--- config.mk ---
export PLATFORM = sky130hd
export DESIGN_NAME = ats_xlat_composer
export DESIGN_NICKNAME = d
export VERILOG_FILES = /design/src/rtl/ats_comp_pkg.sv /design/src/rtl/ats_req_table.sv /design/src/rtl/ats_addr_splice.sv /design/src/rtl/ats_xlat_composer.sv
export SDC_FILE = /design/constraint.sdc
export NUM_CORES = 1
export LEC_CHECK = 0
export BUFFER_PORTS_ARGS = -buffer_cell sky130_fd_sc_hd__buf_2
export CAP_MARGIN = 20
export CORE_MARGIN = 2
export CORE_UTILIZATION = 40
export CTS_CLUSTER_DIAMETER = 200
export DETAILED_ROUTE_END_ITERATION = 10
export PLACE_DENSITY = 0.68
export SLEW_MARGIN = 20
export SYNTH_ARGS = -nofsm -noshare
export SYNTH_HDL_FRONTEND = slang
export SYNTH_SLANG_ARGS = --single-unit
--- constraint.sdc ---
create_clock -name clk -period 3 [get_ports clk]
set_input_delay 0.6 -clock clk [delete_from_list [all_inputs] [get_ports clk]]
set_output_delay 0.6 -clock clk [all_outputs]
set_load 0.03 [all_outputs]
--- src/rtl/ats_comp_pkg.sv ---
package ats_comp_pkg;
    typedef enum logic [0:0] {
        ST_WAIT_RSP = 1'b0,
        ST_HOLD_RES = 1'b1
    } comp_state_e;

    localparam int GRANULE_SHIFT = 12;
endpackage

--- src/rtl/ats_req_table.sv ---
module ats_req_table #(
    parameter int AW    = 48,
    parameter int TAGS  = 8,
    parameter int TAG_W = $clog2(TAGS)
) (
    input  logic             clk,
    input  logic             rst_n,
    input  logic             wr_en,
    input  logic [TAG_W-1:0] wr_tag,
    input  logic [AW-1:0]    wr_addr,
    input  logic             wr_ssv,
    input  logic             free_en,
    input  logic [TAG_W-1:0] free_tag,
    input  logic [TAG_W-1:0] rd_tag,
    output logic             rd_busy,
    output logic [AW-1:0]    rd_addr,
    output logic             rd_ssv,
    input  logic [TAG_W-1:0] chk_tag,
    output logic             chk_busy
);
    logic [TAGS-1:0] busy_vec;
    logic [TAGS-1:0] ssv_vec;
    logic [AW-1:0]   addr_arr [TAGS];

    for (genvar g = 0; g < TAGS; g++) begin : g_entry
        logic          busy_r;
        logic          ssv_r;
        logic [AW-1:0] addr_r;
        logic          set_me;
        logic          clr_me;

        assign set_me = wr_en   && (wr_tag   == TAG_W'(g));
        assign clr_me = free_en && (free_tag == TAG_W'(g));

        always_ff @(posedge clk or negedge rst_n) begin
            if (!rst_n) begin
                busy_r <= 1'b0;
                ssv_r  <= 1'b0;
                addr_r <= '0;
            end else if (set_me) begin
                busy_r <= 1'b1;
                ssv_r  <= wr_ssv;
                addr_r <= wr_addr;
            end else if (clr_me) begin
                busy_r <= 1'b0;
            end
        end

        assign busy_vec[g] = busy_r;
        assign ssv_vec[g]  = ssv_r;
        assign addr_arr[g] = addr_r;
    end

    assign rd_busy  = busy_vec[rd_tag];
    assign rd_ssv   = ssv_vec[rd_tag];
    assign rd_addr  = addr_arr[rd_tag];
    assign chk_busy = busy_vec[chk_tag];

    AST_SET_IDLE_TAG: assert property (@(posedge clk) disable iff (!rst_n)
        wr_en |-> !busy_vec[wr_tag]);
    AST_FREE_HELD_TAG: assert property (@(posedge clk) disable iff (!rst_n)
        free_en |=> !busy_vec[$past(free_tag)]);
endmodule

--- src/rtl/ats_addr_splice.sv ---
module ats_addr_splice
    import ats_comp_pkg::*;
#(
    parameter int AW       = 48,
    parameter int RANGE_W  = 5,
    parameter int OAS_W    = 7,
    parameter bit STRICT_G = 1'b1
) (
    input  logic [AW-1:0]      in_addr,
    input  logic               in_ssv,
    input  logic [AW-1:0]      oaddr,
    input  logic [RANGE_W-1:0] range_code,
    input  logic               bypass,
    input  logic               glob,
    input  logic [OAS_W-1:0]   oas_bits,
    input  logic               force_g,
    output logic [AW-1:0]      res_addr,
    output logic               res_global,
    output logic               res_err
);
    int          split_pos;
    logic [AW-1:0] low_mask;
    logic        oas_over;
    logic        strict_bad;
    logic        reserved_bad;
    logic [AW-1:0] spliced;

    always_comb begin
        split_pos = GRANULE_SHIFT + int'(range_code);
        if (split_pos >= AW) begin
            low_mask = '1;
        end else begin
            low_mask = (AW'(1) << split_pos) - AW'(1);
        end
    end

    always_comb begin
        if (int'(oas_bits) >= AW) begin
            oas_over = 1'b0;
        end else begin
            oas_over = (in_addr >> oas_bits) != '0;
        end
    end

    if (STRICT_G) begin : g_strict
        assign strict_bad = in_ssv && bypass && !glob;
    end else begin : g_relaxed
        assign strict_bad = 1'b0;
    end

    assign reserved_bad = !in_ssv && glob;
    assign res_err      = (bypass && oas_over) || reserved_bad || strict_bad;
    assign spliced      = (oaddr & ~low_mask) | (in_addr & low_mask);

    always_comb begin
        if (res_err) begin
            res_addr = '0;
        end else if (bypass) begin
            res_addr = in_addr;
        end else begin
            res_addr = spliced;
        end
    end

    assign res_global = !res_err && in_ssv && glob && !force_g;
endmodule

--- src/rtl/ats_xlat_composer.sv ---
module ats_xlat_composer
    import ats_comp_pkg::*;
#(
    parameter int AW       = 48,
    parameter int TAGS     = 8,
    parameter int RANGE_W  = 5,
    parameter int OAS_W    = 7,
    parameter bit STRICT_G = 1'b1,
    localparam int TAG_W   = $clog2(TAGS)
) (
    input  logic               clk,
    input  logic               rst_n,
    input  logic [OAS_W-1:0]   oas_bits,
    input  logic               force_g_zero,
    input  logic               req_valid,
    output logic               req_ready,
    input  logic [TAG_W-1:0]   req_tag,
    input  logic [AW-1:0]      req_addr,
    input  logic               req_ssv,
    input  logic               rsp_valid,
    output logic               rsp_ready,
    input  logic [TAG_W-1:0]   rsp_tag,
    input  logic [AW-1:0]      rsp_oaddr,
    input  logic [RANGE_W-1:0] rsp_range,
    input  logic               rsp_bypass,
    input  logic               rsp_global,
    output logic               out_valid,
    input  logic               out_ready,
    output logic [TAG_W-1:0]   out_tag,
    output logic [AW-1:0]      out_addr,
    output logic               out_global,
    output logic               out_err,
    output logic               tag_err
);
    comp_state_e state_q, state_d;

    logic          rsp_fire, hit, miss, req_fire;
    logic          rd_busy, rd_ssv, chk_busy;
    logic [AW-1:0] rd_addr;
    logic [AW-1:0] calc_addr;
    logic          calc_global, calc_err;

    assign rsp_ready = (state_q == ST_WAIT_RSP);
    assign rsp_fire  = rsp_valid && rsp_ready;
    assign hit       = rsp_fire && rd_busy;
    assign miss      = rsp_fire && !rd_busy;
    assign req_ready = !chk_busy;
    assign req_fire  = req_valid && req_ready;
    assign out_valid = (state_q == ST_HOLD_RES);

    ats_req_table #(.AW(AW), .TAGS(TAGS), .TAG_W(TAG_W)) u_table (
        .clk      (clk),
        .rst_n    (rst_n),
        .wr_en    (req_fire),
        .wr_tag   (req_tag),
        .wr_addr  (req_addr),
        .wr_ssv   (req_ssv),
        .free_en  (hit),
        .free_tag (rsp_tag),
        .rd_tag   (rsp_tag),
        .rd_busy  (rd_busy),
        .rd_addr  (rd_addr),
        .rd_ssv   (rd_ssv),
        .chk_tag  (req_tag),
        .chk_busy (chk_busy)
    );

    ats_addr_splice #(.AW(AW), .RANGE_W(RANGE_W), .OAS_W(OAS_W), .STRICT_G(STRICT_G)) u_splice (
        .in_addr    (rd_addr),
        .in_ssv     (rd_ssv),
        .oaddr      (rsp_oaddr),
        .range_code (rsp_range),
        .bypass     (rsp_bypass),
        .glob       (rsp_global),
        .oas_bits   (oas_bits),
        .force_g    (force_g_zero),
        .res_addr   (calc_addr),
        .res_global (calc_global),
        .res_err    (calc_err)
    );

    // state register
    always_ff @(posedge clk or negedge rst_n) begin
        if (!rst_n) begin
            state_q <= ST_WAIT_RSP;
        end else begin
            state_q <= state_d;
        end
    end

    // transitions: hit, miss, drain
    always_comb begin
        state_d = state_q;
        unique case (state_q)
            ST_WAIT_RSP: if (hit)       state_d = ST_HOLD_RES;
            ST_HOLD_RES: if (out_ready) state_d = ST_WAIT_RSP;
            default:                    state_d = ST_WAIT_RSP;
        endcase
    end

    // output registers
    always_ff @(posedge clk or negedge rst_n) begin
        if (!rst_n) begin
            out_tag    <= '0;
            out_addr   <= '0;
            out_global <= 1'b0;
            out_err    <= 1'b0;
            tag_err    <= 1'b0;
        end else begin
            tag_err <= miss;
            if (hit) begin
                out_tag    <= rsp_tag;
                out_addr   <= calc_addr;
                out_global <= calc_global;
                out_err    <= calc_err;
            end
        end
    end

    AST_HOLD_STABLE: assert property (@(posedge clk) disable iff (!rst_n)
        out_valid && !out_ready |=> out_valid && $stable(out_addr) && $stable(out_global) && $stable(out_err));
    AST_MISS_SILENT: assert property (@(posedge clk) disable iff (!rst_n)
        tag_err |-> !out_valid);
    AST_ERR_CLEAN: assert property (@(posedge clk) disable iff (!rst_n)
        out_valid && out_err |-> out_addr == '0 && !out_global);
endmodule

* Word-level counts from Yosys, hierarchy flattened
Cells that the tools add are included.
Operators by class: add/sub/neg operators 2, order comparisons 5, equality and inequality tests 14, shifts and indexed selects 2, muxes and demuxes 32, bitwise operators 6, reduce and logical (&&, ||, !) cells 46
Operators with widths (number):
- 48-bit 2-to-1 mux | 5
- 48-bit binary-select mux with 3-bit select | 1
- 48-bit bitwise AND | 2
- 48-bit inverter | 1
- 48-bit OR | 1
- 48-bit nonzero test | 1
- 1-bit by 32-bit << shifter with 48-bit output, first input constant | 1
- 48-bit by 7-bit >> shifter with 48-bit output | 1
- 48-bit by 2-bit subtractor with 48-bit output, second input constant | 1
- 32-bit by 7-bit >= comparator with 1-bit output, second input constant | 1
- 1-bit logical AND | 27
- 3-bit equality test, second input constant | 8
- 1-bit 2-to-1 mux | 22
- 2-bit nonzero test | 8
- 3-bit by 2-bit equality test with 1-bit output, second input constant | 4
- 1-bit binary-select mux with 3-bit select | 3
- 3-bit by 4-bit less-than comparator with 1-bit output, second input constant | 2
- 7-bit by 6-bit >= comparator with 1-bit output, second input constant | 1
- 4-bit by 5-bit adder with 6-bit output, first input constant | 1
- 3-bit by 1-bit equality test with 1-bit output, second input constant | 2
- 1-bit zero test | 6
- 3-bit zero test | 2
- 4-bit >= comparator, second input constant | 1
- 3-bit inverter with 4-bit output | 1
- 3 further kinds | 4
Storage, ports and cells: flip-flop bits (word level) 455, input port bits 123, output and inout bits 57, word-level logic and storage cells 137

* Depth between registers and ports, before layout
word-level depth 14, gate-level depth with buffers 19, depth with buffers taken out 16

* Hierarchy
Synthesis repeated with hierarchy kept, for this count alone.
Second synthesis, totals: cell total of the unflattened synthesis 1687, area total of the unflattened synthesis 24541.0 µm²
By module, submodules not included:
- ats_req_table | times used 1, cells each 1047, area an instance 18375.1 µm², seq. area each 10009.6 µm²
- ats_addr_splice | times used 1, cells each 519, area an instance 3842.4 µm², seq. area each 0.0 µm²
- ats_xlat_composer | times used 1, cells each 121, area an instance 2323.5 µm², seq. area each 1376.3 µm²

* Worst setup path after synthesis
No wires, ideal clock.
path type in2reg, start input rsp_range[2], end register out_addr[40], setup time 119 ps, arrival 4331 ps, setup slack -1450 ps, stages 19, cell sequence clkbuf_1 -> inv_1 -> ha_1 -> clkbuf_1 -> buf_1 -> buf_1 -> nand4_1 -> ha_1 -> o21a_1 -> o2111ai_1 -> nor4_1 -> nand2_1 -> or2_2 -> clkbuf_1 -> a21oi_1 -> mux2i_1 -> a21oi_1 -> a31oi_1 -> o21ai_2
Between the ends: longest elaborated chain between the ends 9
RTL lines:
- from (decl) | line ats_xlat_composer.sv:24 | input logic [RANGE_W-1:0] rsp_range,
- 4-bit by 5-bit adder with 6-bit output (*) | line ats_addr_splice.sv:29 | split_pos = GRANULE_SHIFT + int'(range_code);
- 1-bit by 32-bit << shifter with 48-bit output | line ats_addr_splice.sv:33 | low_mask = (AW'(1) << split_pos) - AW'(1);
- 48-bit by 2-bit subtractor with 48-bit output | line ats_addr_splice.sv:33
- 48-bit 2-to-1 mux (*) | line ats_addr_splice.sv:30 | if (split_pos >= AW) begin
- 48-bit inverter | line ats_addr_splice.sv:53 | assign spliced = (oaddr & ~low_mask) | (in_addr & low_mask);
- 48-bit bitwise AND | line ats_addr_splice.sv:53
- 48-bit OR (*) | line ats_addr_splice.sv:53
- 48-bit 2-to-1 mux (*) | line ats_addr_splice.sv:58 | end else if (bypass) begin
- 48-bit 2-to-1 mux (*) | line ats_addr_splice.sv:56 | if (res_err) begin
- to (signal assigned) | line ats_xlat_composer.sv:113 | out_addr <= calc_addr;
- to (decl) | line ats_xlat_composer.sv:30 | output logic [AW-1:0] out_addr,
Every way passes the cells marked *; elsewhere a longest branch is shown, timed or not. A chain may end at the register's enable or synchronous reset.

* Final worst setup path
start input rsp_tag[0], end register out_addr[29]
Between the ends: longest elaborated chain between the ends 11
RTL lines:
- from (decl) | line ats_xlat_composer.sv:22 | input logic [TAG_W-1:0] rsp_tag,
- 3-bit inverter with 4-bit output (not written as such) | line ats_req_table.sv:56 | assign rd_addr = addr_arr[rd_tag];
- 48-bit binary-select mux with 3-bit select | line ats_req_table.sv:56
- 48-bit 2-to-1 mux (not written as such) (2 in series) | line ats_req_table.sv:56
- 48-bit by 7-bit >> shifter with 48-bit output | line ats_addr_splice.sv:41 | oas_over = (in_addr >> oas_bits) != '0;
- 48-bit nonzero test | line ats_addr_splice.sv:41
- 1-bit 2-to-1 mux | line ats_addr_splice.sv:38 | if (int'(oas_bits) >= AW) begin
- 1-bit logical AND | line ats_addr_splice.sv:52 | assign res_err = (bypass && oas_over) || reserved_bad || strict_bad;
- 1-bit logical OR (2 in series) | line ats_addr_splice.sv:52
- 48-bit 2-to-1 mux | line ats_addr_splice.sv:56
Parallel ways exist; a longest one is shown, timed or not. The select of a mux whose other input is x is not followed.

==> results.ini <==
[final_layout]
syn_to_final_growth_pct=28.4
post-route-util_pct=52.2
fin_nets=2563
fill_cells=4884
seq_area_um2=11400
multiInputGateArea_um2=11900
drive_above_1_share_pct=49.2
fin_area_um2=30300
layout.cells.non_filler=3245

[job]
maxCapViolations=0

[global_routing]
grt_start_max_net_pins=82
first_global_vias=19468
grt_pass1_wl_um=118000
grt.total_usage_pct=25.2
overflow=0
antenna_found_initial=10

[cts]
cts.sinks=455
htreeDepth=2
cts_tree=yes
cts_buffers=47
clk_pin_slew_ns=0.06
ctsHoldBuffers=0
clk_latency_ns=0.60
clockRootBuffer=clkbuf_16
clock_path_buffers=3

[worst_setup_path]
cp-end-kind=register
cp_data_arrival_time_ns=3.96
cp_data_required_time_ns=3.51
crit_chain=buf_4, buf_12, buf_6, mux4_2, nor2_1, nor2_2, mux4_2, nor2_1, a22oi_1, a221oi_2, nand4_1, o211ai_1, nand3_4, buf_12, o31ai_2
worstSetupPathType=primary input to register
cp_max_fo=8
critical-path-top-delay-family=multiplexers
cp_num_buf_inv=4
cpPeakStageDelay_ns=0.56
startpoint_type=primary input
crit_slowest_cell=mux4_2

[outcome]
status=finished, violations left
violations=negative setup slack

[detailed_routing]
first_pass_iters=5
viasPerCell=5.80
drtIter0Drc=1376
ant_nets=0
drc=0
routedWlPerCell_um=23.8
routed_wl_um=77300
vias=18827

[timing]
hold_slack_ns=0.0330
fin_crit_sh_pct=115
slew_headroom_pct=34.3
rsz0062_at_grt=true
skew_ns=0.0205
slew_viol_final=0
setup_viol=50
setup_tns_ns=-20.40
finalHoldViolations=0
tightest_slew_ns=0.985
fin_ws_ns=-0.455
fmax_mhz=289
finalCriticalPeriod_ns=3.46

[logic_synthesis]
synth_area_um2=23600
synth_top_area_share_pct=48.3
post_synth_num_cell_types=82
synthTopCellsByArea=dfrtp_1 (48%), mux2_2 (20%), mux2i_1 (4.8%)
synth_nets=2086
synth_edf_count=0
synth_area_leader_cell=dfrtp_1
syn_inst=1961
ys_seq_area_share_pct=48.3
synth_ff_type=dfrtp_1
yosys_warnings=0
avgSynthCellArea_um2=12.0
ys_seq_elements=455
async_flop_share_pct=100

[place]
placed_cell_area_um2=28100
io_buffers=179
dp_hpwl_um=55200
dpl.cell_count=3141
globalplace.congestion=0.946

[min_path]
hp-class=primary input to async pin

[pwr]
leakage_nw=13.5
power.density_nw_per_um2=899
max-vdd-ir-drop_uv=602

[floorplanning]
dieArea_um2=60900
core-area_um2=58000
chipWidth_um=247
ios=180
die_h_um=247
fp-row-count=88
start_util_pct=40.6

[metal layers]
layer	vias up	part of all wire (%)	wire [um]	track usage [%]
met1	9573	43	33300	34.0
met3	175	7.2	5580	4.83
met2	777	46	35500	40.6
met4	14	3.7	2890	8.88
met5	-	0.089	69	0
li1	8288	-	-	-
[through the flow]
step / power, mW / worst slack (ns)
after floorplan: 16.6 / -0.693
after global placement: 20.3 / -1.08
after detailed placement: 20.7 / -1.12
after CTS: 27.0 / -0.311
after global routing: 28.6 / -0.514
final: 27.2 / -0.455
[synthesized netlist by cell type, drive strengths merged, types with 22 or more instances]
cell type  instances
inv               28
mux2i            114
clkbuf            80
mux2             418
o21ai            104
nand3             30
a31oi             27
nand2            151
a21oi             53
mux4              48
nor3              22
buf               60
dfrtp            455
nor2              73
[cells in the final DEF (no fill, tap or decap), drive strengths merged, types with 7 or more instances in the layout]
cell type and n:
buf 565, dfrtp 455, mux2 418, nand2 151
mux2i 114, o21ai 104, nor2 73, clkbuf 70
a21oi 53, mux4 48, inv 33, nand3 30
a31oi 27, nor3 22, a22oi 21, o211ai 17
nand2b 17, a2bb2oi 13, o22ai 13, a211oi 13
nor2b 13, a221oi 11, o31ai 11, a32oi 10
and2 10, o2111ai 10, o21a 9, or2 9
nand4 8, nor3b 8, a21o 7
[flip-flops by register name, summed over array words and instances (netlist names)]
name,count
out_addr,48
out_err,1
out_global,1
out_tag,3
out_valid,1
tag_err,1
u_table.g_entry.addr_r,384
u_table.g_entry.busy_r,8
u_table.g_entry.ssv_r,8
[cells by family after synthesis]
kind of cell | count (synthesis) | synth area share (%)
xor+xnor | 4 | 0.149
buf+inv | 168 | 3.39
compound gates | 378 | 11.1
fa+ha+maj | 3 | 0.154
simple gates | 373 | 7.50
mux | 580 | 29.4
flops | 455 | 48.3
[where the power goes]
part | internal, mW | leakage [nW] | switching, mW
registers | 9.12 | 5.56 | 1.71
clock network | 3.59 | 0.784 | 2.54
logic | 5.35 | 7.17 | 4.90
total | 18.1 | 13.5 | 9.15
[what timing repair did]
item                                    CTS  global route
resized for setup                        36            42
hold endpoints to repair                  0             0
setup buffers                             5             3
cloned                                    3             2
endpoints found under the setup margin   50            50
pin swaps                                 5             7
[cell type report]
class / count / area share, %
Tap cell: 765 / 3.16
Clock inverter: 18 / 0.905
Timing Repair Buffer: 568 / 14.2
Multi-Input combinational cell: 1338 / 39.3
Clock buffer: 68 / 4.44
Inverter: 28 / 0.355
Antenna cell: 5 / 0.0413
Sequential cell: 455 / 37.6
[final timing paths]
| kind | start | end | slack, ns | cells past startpoint |
|---|---|---|---|---|
| max in group asynchronous | rst_n | u_table.g_entry[7].addr_r[25]$_DFFE_PN0P_ | 2.06 | 2 |
| max | rsp_tag[0] | out_addr[29]$_DFFE_PN0P_ | -0.46 | 15 |
| min | rst_n | out_addr[13]$_DFFE_PN0P_ | 0.03 | 1 |
| min in group clk | out_ready | out_valid$_DFF_PN0_ | 0.20 | 2 |
| min reg2reg | out_valid$_DFF_PN0_ | tag_err$_DFF_PN0_ | 0.47 | 1 |
| max reg2reg | u_table.g_entry[1].addr_r[28]$_DFFE_PN0P_ | out_addr[29]$_DFFE_PN0P_ | -0.40 | 13 |
[worst reg2reg max path: stages, from the launching register on]
cell	delay (ns)
dfrtp_1	0.39
mux2_4	0.27
mux4_2	0.51
nand2_2	0.11
a21oi_1	0.07
a2111oi_2	0.37
buf_4	0.17
o2111a_2	0.24
mux2_4	0.16
nand4_1	0.11
o211ai_1	0.32
nand3_4	0.21
buf_12	0.20
o31ai_2	0.17
Note: power is estimated with default switching activity, not from simulation.
